**src/rtl/pio_seq_pkg.sv**
```systemverilog
// Shared types and timing-field decode for the PIO strobe sequencer.
// Assumes one 8-bit timing byte: [7:6] setup, [5:3] hold, [2:0] active.
package pio_seq_pkg;

    typedef enum logic [1:0] {
        PH_IDLE   = 2'd0,
        PH_SETUP  = 2'd1,
        PH_ACTIVE = 2'd2,
        PH_HOLD   = 2'd3
    } phase_t;

    typedef struct packed {
        logic [7:0] timing;
        logic       write;
        logic       narrow;
        logic       wait_en;
    } req_t;

    // Setup clocks: linear 1..4.
    function automatic logic [4:0] setup_clocks(input logic [1:0] code);
        return {3'b000, code} + 5'd1;
    endfunction

    // Hold clocks: linear 1..6, then 8 and 12.
    function automatic logic [4:0] hold_clocks(input logic [2:0] code);
        case (code)
            3'd6:    return 5'd8;
            3'd7:    return 5'd12;
            default: return {2'b00, code} + 5'd1;
        endcase
    endfunction

    // Active clocks: linear 2..6, then 8, 12 and 16.
    function automatic logic [4:0] active_clocks(input logic [2:0] code);
        case (code)
            3'd5:    return 5'd8;
            3'd6:    return 5'd12;
            3'd7:    return 5'd16;
            default: return {2'b00, code} + 5'd2;
        endcase
    endfunction

endpackage

```
**src/rtl/pio_field_decode.sv**
```systemverilog
// Turns a latched timing byte into last-count values (length - 1) per phase.
// Purely combinational; assumes CNT_W bits hold the longest length minus one.
module pio_field_decode
    import pio_seq_pkg::*;
#(
    parameter int CNT_W = 4
) (
    input  logic [7:0]       timing_i,
    output logic [CNT_W-1:0] setup_last_o,
    output logic [CNT_W-1:0] active_last_o,
    output logic [CNT_W-1:0] hold_last_o
);

    // Map each field through its non-linear table and subtract one.
    always_comb begin
        setup_last_o  = CNT_W'(setup_clocks(timing_i[7:6]) - 5'd1);
        hold_last_o   = CNT_W'(hold_clocks(timing_i[5:3]) - 5'd1);
        active_last_o = CNT_W'(active_clocks(timing_i[2:0]) - 5'd1);
    end

endmodule

```
**src/rtl/pio_phase_fsm.sv**
```systemverilog
// Phase sequencer: idle -> setup -> active -> hold -> idle.
// A shared up-counter clears on each phase entry. Active waits at its last
// count until iordy_ok_i. Assumes the last-count inputs are stable while busy.
module pio_phase_fsm
    import pio_seq_pkg::*;
#(
    parameter int CNT_W = 4
) (
    input  logic             clk,
    input  logic             rst_n,
    input  logic             start_i,
    input  logic             iordy_ok_i,
    input  logic [CNT_W-1:0] setup_last_i,
    input  logic [CNT_W-1:0] active_last_i,
    input  logic [CNT_W-1:0] hold_last_i,
    output phase_t           phase_o,
    output logic             accept_o,
    output logic             capture_o,
    output logic             done_o,
    output logic             busy_o
);

    phase_t           phase_q, phase_d;
    logic [CNT_W-1:0] cnt_q;
    logic             at_last;

    // Is the counter at the final clock of the current phase?
    always_comb begin
        case (phase_q)
            PH_SETUP:  at_last = (cnt_q == setup_last_i);
            PH_ACTIVE: at_last = (cnt_q == active_last_i);
            PH_HOLD:   at_last = (cnt_q == hold_last_i);
            default:   at_last = 1'b0;
        endcase
    end

    // Next-phase logic and per-cycle event flags.
    always_comb begin
        phase_d   = phase_q;
        accept_o  = (phase_q == PH_IDLE) && start_i;
        capture_o = (phase_q == PH_ACTIVE) && at_last && iordy_ok_i;
        done_o    = (phase_q == PH_HOLD) && at_last;
        case (phase_q)
            PH_IDLE:   if (start_i)   phase_d = PH_SETUP;
            PH_SETUP:  if (at_last)   phase_d = PH_ACTIVE;
            PH_ACTIVE: if (capture_o) phase_d = PH_HOLD;
            PH_HOLD:   if (at_last)   phase_d = PH_IDLE;
            default:                  phase_d = PH_IDLE;
        endcase
    end

    // Phase register.
    always_ff @(posedge clk) begin
        if (!rst_n) phase_q <= PH_IDLE;
        else        phase_q <= phase_d;
    end

    // Phase counter: clear on change, count up, saturate at the last count.
    always_ff @(posedge clk) begin
        if (!rst_n)                             cnt_q <= '0;
        else if (phase_d != phase_q)            cnt_q <= '0;
        else if (phase_q != PH_IDLE && !at_last) cnt_q <= cnt_q + 1'b1;
    end

    assign phase_o = phase_q;
    assign busy_o  = (phase_q != PH_IDLE);

    // an accepted start always opens with setup.
    assert_start_opens_setup_R5: assert property (@(posedge clk) disable iff (!rst_n)
        (phase_q == PH_IDLE && start_i) |=> (phase_o == PH_SETUP));

    // after done the block is idle even if start is held high.
    assert_no_restart_after_done_R6: assert property (@(posedge clk) disable iff (!rst_n)
        done_o |=> (phase_o == PH_IDLE));

    // once released at the last active count, hold follows immediately.
    assert_active_release_R8: assert property (@(posedge clk) disable iff (!rst_n)
        (phase_q == PH_ACTIVE && cnt_q == active_last_i && iordy_ok_i) |=> (phase_o == PH_HOLD));

    // hold never runs past its last count.
    assert_hold_bound_R3: assert property (@(posedge clk) disable iff (!rst_n)
        (phase_q == PH_HOLD) |-> (cnt_q <= hold_last_i));

endmodule

```
**src/rtl/pio_data_lane.sv**
```systemverilog
// Data path: latches the write word at acceptance, drives it while a write
// is busy, and captures the read word at the end of active. Upper lanes are
// zeroed in narrow mode. Assumes DATA_W and NARROW_W are multiples of 8.
module pio_data_lane #(
    parameter int DATA_W   = 16,
    parameter int NARROW_W = 8
) (
    input  logic              clk,
    input  logic              rst_n,
    input  logic              load_i,
    input  logic              load_narrow_i,
    input  logic [DATA_W-1:0] wdata_i,
    input  logic              narrow_i,
    input  logic              drive_i,
    input  logic              capture_i,
    input  logic [DATA_W-1:0] dd_i,
    output logic [DATA_W-1:0] dd_o,
    output logic [DATA_W-1:0] rdata_o
);

    localparam int LANES = DATA_W / 8;

    logic [DATA_W-1:0] keep_live, keep_held;
    logic [DATA_W-1:0] wdata_q, rdata_q;

    // Per-lane keep masks: lanes above the narrow width drop in narrow mode.
    for (genvar g = 0; g < LANES; g++) begin : g_lane
        localparam bit LOW_LANE = (g * 8) < NARROW_W;
        assign keep_live[g*8 +: 8] = (LOW_LANE || !load_narrow_i) ? 8'hFF : 8'h00;
        assign keep_held[g*8 +: 8] = (LOW_LANE || !narrow_i)      ? 8'hFF : 8'h00;
    end

    // Latch the write word at acceptance.
    always_ff @(posedge clk) begin
        if (!rst_n)      wdata_q <= '0;
        else if (load_i) wdata_q <= wdata_i & keep_live;
    end

    // Capture the read word at the edge that ends the active phase.
    always_ff @(posedge clk) begin
        if (!rst_n)         rdata_q <= '0;
        else if (capture_i) rdata_q <= dd_i & keep_held;
    end

    assign dd_o    = drive_i ? wdata_q : '0;
    assign rdata_o = rdata_q;

    // the driven word does not move while driving continues.
    assert_wdata_steady_R10: assert property (@(posedge clk) disable iff (!rst_n)
        (drive_i && $past(drive_i)) |-> $stable(dd_o));

    // a narrow capture leaves the upper bits zero.
    assert_narrow_capture_R9: assert property (@(posedge clk) disable iff (!rst_n)
        (capture_i && narrow_i) |=> (rdata_o[DATA_W-1:NARROW_W] == '0));

endmodule

```
**src/rtl/pio_strobe_sequencer.sv**
```systemverilog
// Top: one PIO strobe cycle with per-port timing bytes. It latches the
// request at acceptance, decodes the phase lengths, sequences the phases
// and handles the data bus. Assumes iordy_i is already synchronised.
module pio_strobe_sequencer
    import pio_seq_pkg::*;
#(
    parameter int DATA_W     = 16,
    parameter int NARROW_W   = 8,
    parameter int MAX_CLOCKS = 16
) (
    input  logic              clk,
    input  logic              rst_n,
    input  logic              start_i,
    input  logic              is_write_i,
    input  logic              data_port_i,
    input  logic [7:0]        data_cfg_i,
    input  logic [7:0]        ctrl_cfg_i,
    input  logic              iordy_en_i,
    input  logic              narrow_i,
    input  logic [DATA_W-1:0] wdata_i,
    input  logic              iordy_i,
    input  logic [DATA_W-1:0] dd_i,
    output logic [DATA_W-1:0] dd_o,
    output logic              dd_oe_o,
    output logic              dior_n_o,
    output logic              diow_n_o,
    output logic              addr_valid_o,
    output logic [DATA_W-1:0] rdata_o,
    output logic              busy_o,
    output logic              done_o
);

    localparam int CNT_W = $clog2(MAX_CLOCKS);

    phase_t           phase;
    req_t             req_q;
    logic             accept, capture, busy, iordy_ok;
    logic [7:0]       live_timing;
    logic [CNT_W-1:0] setup_last, active_last, hold_last;

    // Choose the timing byte by target register group.
    assign live_timing = data_port_i ? data_cfg_i : ctrl_cfg_i;

    // Latch the whole request when it is accepted.
    always_ff @(posedge clk) begin
        if (!rst_n)      req_q <= '0;
        else if (accept) req_q <= '{timing: live_timing, write: is_write_i,
                                    narrow: narrow_i, wait_en: iordy_en_i};
    end

    assign iordy_ok = !req_q.wait_en || iordy_i;

    pio_field_decode #(.CNT_W(CNT_W)) u_decode (
        .timing_i      (req_q.timing),
        .setup_last_o  (setup_last),
        .active_last_o (active_last),
        .hold_last_o   (hold_last)
    );

    pio_phase_fsm #(.CNT_W(CNT_W)) u_fsm (
        .clk           (clk),
        .rst_n         (rst_n),
        .start_i       (start_i),
        .iordy_ok_i    (iordy_ok),
        .setup_last_i  (setup_last),
        .active_last_i (active_last),
        .hold_last_i   (hold_last),
        .phase_o       (phase),
        .accept_o      (accept),
        .capture_o     (capture),
        .done_o        (done_o),
        .busy_o        (busy)
    );

    pio_data_lane #(.DATA_W(DATA_W), .NARROW_W(NARROW_W)) u_data (
        .clk           (clk),
        .rst_n         (rst_n),
        .load_i        (accept),
        .load_narrow_i (narrow_i),
        .wdata_i       (wdata_i),
        .narrow_i      (req_q.narrow),
        .drive_i       (dd_oe_o),
        .capture_i     (capture && !req_q.write),
        .dd_i          (dd_i),
        .dd_o          (dd_o),
        .rdata_o       (rdata_o)
    );

    // Bus-side outputs decoded from the phase and the latched direction.
    always_comb begin
        busy_o       = busy;
        addr_valid_o = busy;
        dd_oe_o      = busy && req_q.write;
        dior_n_o     = !((phase == PH_ACTIVE) && !req_q.write);
        diow_n_o     = !((phase == PH_ACTIVE) && req_q.write);
    end

    // the two strobes are never low together.
    assert_single_strobe_R5: assert property (@(posedge clk) disable iff (!rst_n)
        !(!dior_n_o && !diow_n_o));

    // a strobe is low only inside a selected cycle.
    assert_strobe_inside_cycle_R5: assert property (@(posedge clk) disable iff (!rst_n)
        (!dior_n_o || !diow_n_o) |-> addr_valid_o);

    // the bus is driven only for a write in progress.
    assert_oe_write_only_R10: assert property (@(posedge clk) disable iff (!rst_n)
        dd_oe_o |-> (busy_o && req_q.write));

    // done is followed by an idle cycle.
    assert_done_then_idle_R7: assert property (@(posedge clk) disable iff (!rst_n)
        done_o |=> !busy_o);

endmodule

```
**config.mk**
```make
export PLATFORM = sky130hd
export DESIGN_NAME = pio_strobe_sequencer
export DESIGN_NICKNAME = d
export VERILOG_FILES = /design/src/rtl/pio_seq_pkg.sv /design/src/rtl/pio_field_decode.sv /design/src/rtl/pio_phase_fsm.sv /design/src/rtl/pio_data_lane.sv /design/src/rtl/pio_strobe_sequencer.sv
export SDC_FILE = /design/constraint.sdc
export NUM_CORES = 1
export LEC_CHECK = 0
export BUFFER_PORTS_ARGS = -buffer_cell sky130_fd_sc_hd__buf_2
export CAP_MARGIN = 10
export CORE_MARGIN = 1
export CORE_UTILIZATION = 25
export DETAILED_ROUTE_END_ITERATION = 10
export PLACE_DENSITY_LB_ADDON = 0.12
export SETUP_SLACK_MARGIN = 0.02
export SLEW_MARGIN = 20
export SYNTH_ARGS = -nofsm -noshare
export SYNTH_HDL_FRONTEND = slang
export SYNTH_SLANG_ARGS = --single-unit
export TNS_END_PERCENT = 10
```
**constraint.sdc**
```tcl
create_clock -name clk -period 6.65 [get_ports clk]
set_clock_uncertainty 0.15 [all_clocks]
set_input_delay 0.665 -clock clk [delete_from_list [all_inputs] [get_ports clk]]
set_output_delay 0.665 -clock clk [all_outputs]
set_load 0.02 [all_outputs]
```
==> results.ini <==
[synthesis]
yosys_warning_count = 0
synthesized_flop_and_latch_total = 49
postSynth.topFlopCell = sky130_fd_sc_hd__dfxtp_1
fraction_of_registers_with_async_set_or_reset_after_synthesis_pct = 0
postSynthAreaPerCell_um2 = 8.60
postSynthNetCount = 354
syn-cell-area_um2 = 2520
seq_area_frac_synth_pct = 38.9
synth.distinct_cells = 47
synth_cells = 293
synth_enable_flop_cells = 0

[power]
leakagePower_uw = 0.00145
power-per-cell-area_nw_per_um2 = 299
ir_worst_vdd_v = 0.000109

[grt]
antenna_violations_before_repair = 0
globalRouteTotalUtil_pct = 12.6
grt-ovfl-total = 0
pin_count_of_the_biggest_net_entering_global_routing = 40
grt_pass1_vias = 2055
grt_first_pass_wirelength_mm = 10.1

[die]
chipHeight_um = 102
fp.coreArea_um2 = 9770
std_cell_rows = 36
io_pins = 94
fp.dieArea_um2 = 10500
die-width_um = 102
initial_core_util_pct = 25.8

[clock_network]
clock_path_buffers = 2
hold_buf_count_cts = 0
tritoncts = yes
cts_num_sinks = 49
h-tree-depth = 2
clk_transition_reported_paths_ns = 0.09
cts_repair_resize_count = 0
tritoncts.num_buffers = 5
root_cell_of_the_clock_tree = sky130_fd_sc_hd__clkbuf_8
cts_setup_buffers = 0
clk_latency_ns = 0.30

[finish]
finish.utilization_pct = 32.3
antenna_cells = 0
nNetsFinal = 433
area_growth_syn_to_layout_pct = 25.5
final-instance-count-excl-fill = 506
layout-drive-gt1-share_pct = 29.8

[placement]
routabilityCongestion = 0.759
dpl.cell_count = 498
io_buffers = 93
dp_worst_setup_slack_ns = 2.89
detailedPlacementHpwl_mm = 4.50

[timing]
finalCritPeriodShare_pct = 56.7
timing_max_transition_violations_final = 0
totalNegativeSetupSlack_ns = 0
post-route-min-period_ns = 3.77
hold_slack_ns = 0.303
slew_headroom_pct = 31.7
worst-slew-pin-transition_ns = 1.02
timing.fmax_mhz = 265
rsz_0062_raised_after_global_routing = false
hold_violations = 0
postLayoutSetupSlackWorst_ns = 2.88
setup-violations-final = 0

[critical_path]
timing.setup.critical_path_class = register to register
cp-start-kind = register
crit_path_end_kind = register
required_ns = 6.73
data_arrival_time_at_the_worst_slack_endpoint_ns = 3.85
crit_fanout = 16

[flow_run]
cap_violations = 0

[routing]
routed-via-count = 2286
drt-initial-drc-count = 68
post-route-drc-count = 0
vias_per_cell = 4.52
wirelength_mm = 6.58
first_pass_iters = 4
drt-wirelength-per-cell_um = 13.0
postRouteAntennaNets = 0

[worst_hold_path]
worst_hold_path_type = register to register

[outcome]
run_status = finished, final reports clean

==> worst max-delay path, cell delays in order (launching register included) <==
cell and delay, ns:
sky130_fd_sc_hd__dfxtp_1 0.40, sky130_fd_sc_hd__inv_1 0.10, sky130_fd_sc_hd__ha_1 0.23, sky130_fd_sc_hd__o21ai_2 0.19, sky130_fd_sc_hd__nand2b_1 0.09, sky130_fd_sc_hd__a221o_1 0.39
sky130_fd_sc_hd__ha_1 0.20, sky130_fd_sc_hd__xor2_1 0.18, sky130_fd_sc_hd__a31oi_1 0.06, sky130_fd_sc_hd__nand4b_1 0.25, sky130_fd_sc_hd__nor3_4 0.31, sky130_fd_sc_hd__and3b_1 0.88
sky130_fd_sc_hd__mux2i_1 0.26
==> cell usage after synthesis (2+ instances only) <==
cell,instances,share of area [%]
sky130_fd_sc_hd__a31oi_1,2,0.50
sky130_fd_sc_hd__nand2b_1,4,0.99
sky130_fd_sc_hd__a211oi_1,9,2.7
sky130_fd_sc_hd__nand4_1,3,0.75
sky130_fd_sc_hd__xor2_1,4,1.4
sky130_fd_sc_hd__nand4b_1,2,0.70
sky130_fd_sc_hd__clkbuf_1,17,2.5
sky130_fd_sc_hd__or3_1,2,0.50
sky130_fd_sc_hd__a21oi_1,22,4.4
sky130_fd_sc_hd__and3_1,19,4.7
sky130_fd_sc_hd__a21o_1,4,1.2
sky130_fd_sc_hd__nor2_1,11,1.6
sky130_fd_sc_hd__mux2i_1,25,9.9
sky130_fd_sc_hd__nor2b_1,3,0.75
sky130_fd_sc_hd__dfxtp_1,49,39
sky130_fd_sc_hd__nand3b_1,16,4.8
sky130_fd_sc_hd__ha_1,5,2.5
sky130_fd_sc_hd__and2_1,2,0.50
sky130_fd_sc_hd__buf_4,2,0.60
sky130_fd_sc_hd__nand2_1,63,9.4
sky130_fd_sc_hd__inv_1,3,0.45
==> sequential cells by signal (all words and copies together) (netlist names) <==
register / count
u_fsm.phase_o: 2
req_q: 11
u_data.wdata_q: 16
u_fsm.cnt_q: 4
u_data.rdata_o: 16
==> worst paths after layout <==
| path | startpoint | end | slack [ns] | cells past startpoint |
|---|---|---|---|---|
| max | req_q[6] | u_data.rdata_o[9] | 2.88 | 12 |
| min | u_data.wdata_q[14] | u_data.wdata_q[14] | 0.30 | 2 |
| max reg2reg | req_q[6] | u_data.rdata_o[9] | 2.88 | 12 |
| min reg2reg | u_data.wdata_q[14] | u_data.wdata_q[14] | 0.30 | 2 |
==> layout make-up <==
| type | instances | area, um^2 |
|---|---|---|
| timing repair buffer | 94 | 473 |
| inverter | 3 | 11.3 |
| clock inverter | 1 | 30.0 |
| fill | 1065 | 6610 |
| clock buffer | 7 | 86.3 |
| sequential | 49 | 981 |
| tap | 133 | 166 |
| multi-input combinational | 219 | 1410 |
==> power by group <==
part	internal (uW)	total (uW)	leakage [uW]	switching [uW]
clock network	123	227	0.0000585	104
logic	133	342	0.000993	209
registers	332	377	0.000399	45.2
==> per-layer routing <==
metal	share of wire, %	track usage [%]	wire length [um]	vias up
li1	-	-	-	1176
met5	0	0	0	-
met4	1.1	4.29	70	0
met1	47	15.7	3110	1050
met2	45	20.2	2950	56
met3	6.8	4.31	448	4
==> cells in the final DEF, fill, tap and decap left out, types with 2 or more instances in the layout <==
cell type / n
sky130_fd_sc_hd__clkbuf_8: 6
sky130_fd_sc_hd__buf_2: 93
sky130_fd_sc_hd__nand2b_1: 4
sky130_fd_sc_hd__and2_1: 2
sky130_fd_sc_hd__xor2_1: 4
sky130_fd_sc_hd__nor2b_1: 3
sky130_fd_sc_hd__or3_1: 2
sky130_fd_sc_hd__ha_1: 5
sky130_fd_sc_hd__a21o_1: 4
sky130_fd_sc_hd__nor2_1: 11
sky130_fd_sc_hd__and3_1: 19
sky130_fd_sc_hd__nand2_1: 63
sky130_fd_sc_hd__mux2i_1: 25
sky130_fd_sc_hd__a31oi_1: 2
sky130_fd_sc_hd__nand4b_1: 2
sky130_fd_sc_hd__inv_1: 3
sky130_fd_sc_hd__a211oi_1: 9
sky130_fd_sc_hd__dfxtp_1: 49
sky130_fd_sc_hd__a21oi_1: 22
sky130_fd_sc_hd__nand4_1: 3
sky130_fd_sc_hd__nand3b_1: 16
==> cell families (layout without fill, tap and decap cells) <==
family / Yosys count / in the layout / synth area share [%]
AO/OA/AOI/OAI: 46 / 46 / 12.5
XOR/XNOR: 5 / 5 / 1.74
adder cells (fa/ha/maj): 5 / 5 / 2.48
buffers and inverters: 25 / 105 / 4.97
flip-flops: 49 / 49 / 38.9
multiplexers: 26 / 26 / 10.4
AND/OR/NAND/NOR: 137 / 137 / 29.0
==> metrics by stage <==
stage                     total power, uW  instance area [um^2]
after detailed placement              732                  3040
after global routing                 1010                  3160
after floorplan                       646                  2520
final                                 946                  3160
after global placement                730                  3040
after CTS                             962                  3160
No activity file was read; power rests on OpenSTA's default activity.
